### src/rtl/pi_chk_pkg.sv
package pi_chk_pkg;

    typedef enum logic [1:0] {
        ST_IDLE  = 2'd0,
        ST_BODY  = 2'd1,
        ST_JUDGE = 2'd2,
        ST_DRAIN = 2'd3
    } chk_state_t;

    typedef enum logic [1:0] {
        STAT_PASS  = 2'd0,
        STAT_GUARD = 2'd1,
        STAT_APP   = 2'd2,
        STAT_REF   = 2'd3
    } chk_status_t;

    localparam int NARROW_TUPLE_BYTES = 8;
    localparam int WIDE_TUPLE_BYTES   = 16;

    localparam logic [15:0] CRC16_POLY   = 16'h8BB7;
    localparam logic [63:0] CRC64_POLY_R = 64'h9A6C9329AC4BC9B5;

    localparam logic [63:0] REF_MASK_NARROW = 64'h0000_0000_FFFF_FFFF;
    localparam logic [63:0] REF_MASK_WIDE   = 64'h0000_FFFF_FFFF_FFFF;

    // One byte through the 16-bit guard, most significant bit first.
    function automatic logic [15:0] crc16_step(input logic [15:0] c, input logic [7:0] b);
        logic [15:0] r;
        logic        fb;
        r = c;
        for (int i = 7; i >= 0; i--) begin
            fb = r[15] ^ b[i];
            r  = {r[14:0], 1'b0};
            if (fb) r = r ^ CRC16_POLY;
        end
        return r;
    endfunction

    // One byte through the reflected 64-bit guard, least significant bit first.
    function automatic logic [63:0] crc64_step(input logic [63:0] c, input logic [7:0] b);
        logic [63:0] r;
        logic        fb;
        r = c;
        for (int i = 0; i < 8; i++) begin
            fb = r[0] ^ b[i];
            r  = {1'b0, r[63:1]};
            if (fb) r = r ^ CRC64_POLY_R;
        end
        return r;
    endfunction

endpackage

### src/rtl/pi_guard_acc.sv
module pi_guard_acc
    import pi_chk_pkg::*;
(
    input  logic        clk,
    input  logic        rst_n,
    input  logic        clr,
    input  logic        crc_en,
    input  logic        zero_en,
    input  logic [7:0]  din,
    output logic [15:0] crc16_o,
    output logic [63:0] crc64_o,
    output logic        data_zero_o
);

    logic [15:0] c16_q;
    logic [63:0] c64_q;
    logic        zero_q;

    always_ff @(posedge clk or negedge rst_n) begin
        if (!rst_n) begin
            c16_q  <= '0;
            c64_q  <= '1;
            zero_q <= 1'b1;
        end else if (clr) begin
            c16_q  <= '0;
            c64_q  <= '1;
            zero_q <= 1'b1;
        end else begin
            if (crc_en) begin
                c16_q <= crc16_step(c16_q, din);
                c64_q <= crc64_step(c64_q, din);
            end
            if (zero_en && (din != 8'h00)) zero_q <= 1'b0;
        end
    end

    assign crc16_o     = c16_q;
    assign crc64_o     = ~c64_q;
    assign data_zero_o = zero_q;

    // a cleared accumulator restarts from the seed with the zero flag set
    p_clear_seed_r2: assert property (@(posedge clk) disable iff (!rst_n)
        clr |=> (crc16_o == 16'h0000) && (crc64_o == 64'h0) && data_zero_o);

    // any nonzero data byte withdraws the all-zero flag
    p_zero_drop_r10: assert property (@(posedge clk) disable iff (!rst_n)
        (zero_en && !clr && (din != 8'h00)) |=> !data_zero_o);

    // The controller never clears and feeds in the same cycle
    p_clr_excl_r2: assert property (@(posedge clk) disable iff (!rst_n)
        !(clr && (crc_en || zero_en)));

endmodule

### config.mk
export PLATFORM = sky130hd
export DESIGN_NAME = pi_guard_acc
export DESIGN_NICKNAME = d
export VERILOG_FILES = /design/src/rtl/pi_chk_pkg.sv /design/src/rtl/pi_guard_acc.sv
export SDC_FILE = /design/constraint.sdc
export NUM_CORES = 1
export LEC_CHECK = 0
export ABC_CLOCK_PERIOD_IN_PS = 4370
export BUFFER_PORTS_ARGS = -buffer_cell sky130_fd_sc_hd__buf_2
export CORE_MARGIN = 2
export CORE_UTILIZATION = 25
export DETAILED_ROUTE_END_ITERATION = 7
export MAX_ROUTING_LAYER = met4
export PLACE_DENSITY = 0.44
export SYNTH_ARGS = -nofsm -noshare
export SYNTH_HDL_FRONTEND = slang
export SYNTH_SLANG_ARGS = --single-unit
### constraint.sdc
create_clock -name clk -period 4.37 [get_ports clk]
set_clock_uncertainty 0.15 [all_clocks]
set_input_delay 0.2185 -clock clk [delete_from_list [all_inputs] [get_ports clk]]
set_output_delay 0.2185 -clock clk [all_outputs]
set_load 0.005 [all_outputs]
==> flow_metrics.py, run 1 <==
metrics = {
    "cts": {
        "clockBufferDepth": 2,
        "cts_tree": "built",
        "cts_sinks": 81,
        "path_clk_slew_ns": 0.06,
        "post_cts_buffers": 0,
        "htreeDepth": 3,
        "clk_latency_ns": 0.35,
        "cts-root-buf": "clkbuf_16",
        "numCtsBuffers": 9,
    },
    "critical_path": {
        "crit_family": "XOR/XNOR gates",
        "slowest_stage": "xnor2_2",
        "path_buf_inv": 0,
        "worstPathCellList": "xnor2_2 > xnor2_1 > xnor3_2 > xnor3_1 > a21o_1 > nand3_1",
        "required_ns": 4.51,
        "r2r_end": "c64_q[0]",
        "cp-end-kind": "register",
        "cp-start-kind": "register",
        "critical_path_class": "register to register",
        "path_max_fanout": 11,
        "timing.rr.start": "c64_q[3]",
        "startpoint": "c64_q[3]",
        "cp_data_arrival_time_ns": 3.01,
        "cp_slowest_stage_delay_ns": 0.75,
        "reg2reg_depth": 6,
        "r2r_slack_ns": 1.50,
    },
    "final_layout": {
        "final_net_count": 621,
        "seq_area_um2": 2110,
        "final_util_pct": 30.6,
        "fin_area_um2": 6390,
        "syn2layout_area_growth_pct": 21.1,
        "drive_gt1_share_pct": 32.1,
        "n_antenna_cell": 0,
        "fillCellCount": 2225,
        "multi_input_area_um2": 2820,
    },
    "sta": {
        "fin_crit_ns": 2.87,
        "relSlewSlack_pct": 32.9,
        "tightest_slew_ns": 1.01,
        "slew_violations": 0,
        "fin_crit_sh_pct": 65.7,
        "final_hold_viol_count": 0,
        "whs_ns": 0.137,
        "clock.fmax_mhz": 348,
        "rsz0062_at_grt": "false",
        "fin_setup_tns_ns": 0,
        "setup_violations": 0,
    },
    "synth": {
        "ys_types": 31,
        "synth-edff-count": 0,
        "yosys-top-cells-area": "dfstp_2 (32%), xnor2_1 (24%), dfrtp_1 (7.6%)",
        "synth_fp_nets": 537,
        "avgSynthCellArea_um2": 10.1,
        "synth_commonest_cells": "xnor2_1 (145), dfstp_2 (65), inv_1 (65)",
        "postSynthCellCount": 524,
        "synth_seq_cells": 81,
        "synth_most_common_cell": "xnor2_1",
        "yosysTopAreaCellShare_pct": 32.4,
        "ys_seq_area_share_pct": 39.9,
        "yosysTopAreaCell": "dfstp_2",
        "synthFlopType": "dfstp_2",
        "yosysWarnings": 0,
        "ys_async_sr_fraction_pct": 100,
        "syn_area_um2": 5280,
    },
    "detailed_routing": {
        "via_per_inst": 4.29,
        "dr.pass1.iters": 4,
        "drtIter0Drc": 238,
        "wl_um": 15900,
        "avgRoutedWirePerCell_um": 17.9,
        "num_vias": 3811,
        "detail-route-antenna-nets": 0,
        "drc": 0,
    },
    "global_routing": {
        "grtUsageMet3_pct": 3.46,
        "met1_usage_pct": 19.6,
        "use_met2_pct": 24.6,
        "grt_use_total_pct": 15.3,
        "grt_start_max_net_pins": 63,
        "grt-busiest-layer": "met2",
        "grt_antenna_before_repair": 0,
        "grt_pass1_vias": 3985,
        "grt_pass1_wl_um": 24400,
        "overflow": 0,
    },
    "die": {
        "initial_core_util_pct": 25.3,
        "die_w_um": 149,
        "core_um2": 20900,
        "num_io_pins": 94,
        "rows": 53,
        "die_area_um2": 22300,
        "die_h_um": 149,
    },
    "run_status": {
        "status": "completed",
    },
    "placement": {
        "gp_congestion": 0.834,
        "dpl_cell_area_um2": 6030,
        "io_buffers": 93,
        "dpl.hpwl_um": 11800,
    },
    "worst_hold_path": {
        "min_from": "din[3]",
        "min_to": "data_zero_o",
        "hp-class": "input pin to register",
        "hold_depth": 5,
    },
    "run": {
        "max_cap_violations": 0,
    },
}
==> registers in the layout, indices dropped and copies added (netlist names) <==
signal,count
data_zero_o,1
c64_q,64
crc16_o,16
==> tightest hold or removal path, stage by stage <==
cell,delay (ns)
buf_2,0.13
or4_1,0.12
o21ai_0,0.06
nand2_1,0.06
nand2_1,0.05
==> what timing repair did <==
| item | in CTS | in global routing |
|---|---|---|
| resized for setup | 0 | 0 |
| hold buffers | 2 | 0 |
| endpoints found under the hold margin | 12 | 0 |
==> logic make-up (layout without fill, tap and decap cells) <==
logic type / after synthesis / in the layout / share of synthesized area (%)
AO/OA/AOI/OAI: 89 / 89 / 11.2
flip-flops: 81 / 81 / 39.9
XOR/XNOR: 183 / 183 / 35.6
buffers and inverters: 93 / 182 / 6.69
multiplexers: 6 / 6 / 1.14
AND/OR/NAND/NOR: 72 / 72 / 5.38
==> stage by stage <==
step                worst slack (ns)  std cells
floorplan                       1.93        524
global placement                1.55        870
detailed placement              1.45        870
CTS                             1.43        888
global route                    1.33        888
finish                          1.50        888
==> area by class of cell <==
cell class,count,share of cell area (%)
clock buffers,12,4.17
clock inverters,4,1.15
inverters,66,3.88
repair buffers,100,8.26
well taps,275,5.38
flip-flops and latches,81,33.0
multi-input cells,350,44.2
==> routing by layer <==
layer	vias to the layer above	wire length, µm	share of wire, %
met5	-	0	0
met3	7	865	5.4
met1	1881	7320	46
li1	1830	-	-
met2	93	7630	48
met4	0	89	0.56
==> cell usage in the layout (no fill, tap or decap), types with 8 or more instances in the layout <==
| cell type | instances |
|---|---|
| inv_1 | 65 |
| a211oi_1 | 8 |
| o21ai_0 | 10 |
| xnor2_2 | 11 |
| buf_2 | 91 |
| o211ai_1 | 40 |
| xnor2_1 | 144 |
| dfrtp_1 | 16 |
| nand2_1 | 44 |
| xor2_1 | 14 |
| a21oi_1 | 16 |
| dfstp_2 | 65 |
| clkbuf_16 | 9 |
| nor2_1 | 22 |
==> worst max path at each step <==
stage,end,slack (ns),depth (start not counted)
2_1_floorplan,c64_q[0],1.93,6
3_3_place_gp,c64_q[0],1.55,6
3_5_place_dp,c64_q[0],1.45,6
4_1_cts,c64_q[0],1.43,6
5_1_grt,c64_q[0],1.33,6
6_report,c64_q[0],1.50,6
Power of run 1 is left out: the tool's default activity adds up to more than one toggle a clock period on the data nets, which glitch-free logic cannot reach.
==> inputs of run 2 (changes only) <==
--- a/config.mk
+++ b/config.mk
@@ -5,7 +5,7 @@
 export SDC_FILE = /design/constraint.sdc
 export NUM_CORES = 1
 export LEC_CHECK = 0
-export ABC_CLOCK_PERIOD_IN_PS = 4370
+export ABC_CLOCK_PERIOD_IN_PS = 2800
 export BUFFER_PORTS_ARGS = -buffer_cell sky130_fd_sc_hd__buf_2
 export CORE_MARGIN = 2
 export CORE_UTILIZATION = 25
==> constraint.sdc (replaced) <==
create_clock -name clk -period 2.8 [get_ports clk]
set_clock_uncertainty 0.15 [all_clocks]
set_input_delay 0.14 -clock clk [delete_from_list [all_inputs] [get_ports clk]]
set_output_delay 0.14 -clock clk [all_outputs]
set_load 0.005 [all_outputs]
==> run 2 against run 1 <==
Against the previous run: final area is 1.4% higher; worst setup slack lost 1.3 ns; largest cell class unchanged; first-iteration DRC count is 29% lower; critical path type unchanged; clock-buffer cell count stayed put; cell count increased by 1.6%; sequential cell count did not move; highest routed layer unchanged; wire length is 0.36% higher; core utilization increased by 0.44 points; global-route usage grew 0.092 points; fmax grew 10%; critical path depth stayed put.
==> flow_metrics.py, run 2 (synthesized netlist as in run 1, its figures left out) <==
metrics = {
    "placement": {
        "gp_congestion": 0.825,
        "dpl.hpwl_um": 12000,
        "io_buffers": 93,
    },
    "detailed_routing": {
        "wl_um": 16000,
        "via_per_inst": 4.29,
        "detail-route-antenna-nets": 0,
        "drtIter0Drc": 168,
        "num_vias": 3869,
        "avgRoutedWirePerCell_um": 17.7,
        "dr.pass1.iters": 4,
        "drc": 0,
    },
    "critical_path": {
        "cp-end-kind": "register",
        "timing.rr.start": "c64_q[6]",
        "cp_data_arrival_time_ns": 2.73,
        "critical_path_class": "register to register",
        "cp-start-kind": "register",
        "required_ns": 2.93,
        "r2r_end": "c64_q[5]",
        "path_max_fanout": 5,
        "r2r_slack_ns": 0.20,
        "reg2reg_depth": 6,
    },
    "global_routing": {
        "grt-busiest-layer": "met2",
        "grt_pass1_vias": 4060,
        "use_met2_pct": 24.5,
        "grt_start_max_net_pins": 87,
        "overflow": 0,
        "met1_usage_pct": 19.9,
        "grt_pass1_wl_um": 24600,
        "grtUsageMet3_pct": 3.64,
        "grt_antenna_before_repair": 0,
        "grt_use_total_pct": 15.4,
    },
    "die": {
        "num_io_pins": 94,
        "die_h_um": 149,
        "die_w_um": 149,
        "die_area_um2": 22300,
        "core_um2": 20900,
        "rows": 53,
        "initial_core_util_pct": 25.3,
    },
    "sta": {
        "relSlewSlack_pct": 52.2,
        "fin_crit_sh_pct": 93.0,
        "final_hold_viol_count": 0,
        "fin_crit_ns": 2.60,
        "rsz0062_at_grt": "false",
        "setup_violations": 0,
        "fin_setup_tns_ns": 0,
        "clock.fmax_mhz": 384,
        "slew_violations": 0,
        "tightest_slew_ns": 0.712,
        "whs_ns": 0.0686,
    },
    "cts": {
        "htreeDepth": 3,
        "post_cts_buffers": 0,
        "clockBufferDepth": 2,
        "cts-root-buf": "clkbuf_16",
        "path_clk_slew_ns": 0.07,
        "numCtsBuffers": 9,
        "clk_latency_ns": 0.35,
        "cts_tree": "built",
        "cts_sinks": 81,
    },
    "final_layout": {
        "fillCellCount": 2239,
        "final_common_cell": "xnor2_1",
        "mostFrequentLayoutCells": "xnor2_1 (144), buf_2 (91), inv_1 (65), dfstp_2 (65), nand2_1 (44)",
        "n_antenna_cell": 0,
        "largest_reg_flops": 64,
        "final_net_count": 635,
        "multi_input_area_um2": 2820,
        "regMostFlops": "c64_q",
        "syn2layout_area_growth_pct": 22.9,
        "drive_gt1_share_pct": 33.7,
        "seq_area_um2": 2110,
    },
    "power": {
        "p_leak_uw": 0.00305,
        "ir_worst_vdd_uv": 587,
        "power_density_nw_per_um2": 1770,
    },
    "worst_hold_path": {
        "min_from": "crc_en",
        "hp-class": "input pin to register",
        "hold_depth": 3,
        "min_to": "c64_q[50]",
    },
    "run": {
        "max_cap_violations": 0,
    },
    "run_status": {
        "status": "completed",
    },
}
-- run 2: changes by cell type in the layout (fill, tap and decap cells not counted), sizes merged --
cell / before / now
bufinv: 2 / 1
buf: 98 / 112
inv: 65 / 66
-- run 2: power breakdown --
part	internal (µW)	switching [µW]
clock	765	506
combinational	3910	4040
sequential	1880	384
-- run 2: worst max-delay path by stage --
stage,startpoint,slack [ns],cells past startpoint,to
2_1_floorplan,c64_q[1],0.36,6,c64_q[0]
3_3_place_gp,c64_q[6],0.14,6,c64_q[5]
3_5_place_dp,c64_q[6],0.13,6,c64_q[51]
4_1_cts,c64_q[6],0.12,6,c64_q[5]
5_1_grt,c64_q[6],0.07,6,c64_q[51]
6_report,c64_q[6],0.20,6,c64_q[5]
-- run 2: area by class of cell --
cell class / count / share of cell area, %
multi-input combinational: 350 / 43.5
sequential: 81 / 32.5
timing repair buffer: 114 / 9.96
tap: 275 / 5.31
clock buffer: 12 / 4.11
inverter: 66 / 3.82
clock inverter: 4 / 0.752
-- run 2: worst max-delay path: stages (launching register included) --
cell and delay, ns:
dfstp_2 0.39, xnor2_2 0.45, xnor3_1 0.60, xnor2_2 0.43
xnor2_2 0.22, xnor2_1 0.17, o21ai_1 0.12
-- run 2: metal layers --
metal  up-vias  part of all wire (%)  routed length (µm)
met5         -                     0                   0
met4         0                  0.69                 110
met3         8                   4.5                 721
met2        84                    48                7610
met1      1916                    47                7520
li1       1861                     -                   -
-- run 2: repair_timing --
action	4_1_cts	5_1_grt
gates resized for setup	0	0
hold endpoints to repair	17	0
hold buffers	2	0
-- run 2: metrics by stage --
stage | total power [µW] | worst slack (ns) | cell area [µm²] | util, % | std cells
after global routing | 12400 | 0.0723 | 6480 | 31.0 | 902
after global placement | 10400 | 0.145 | 6150 | 29.4 | 884
final | 11500 | 0.197 | 6480 | 31.0 | 902
after detailed placement | 10300 | 0.134 | 6150 | 29.4 | 884
after floorplan | 8110 | 0.361 | 5280 | - | 524
after CTS | 11700 | 0.117 | 6480 | 31.0 | 902
(Power assumes the default switching activity.)
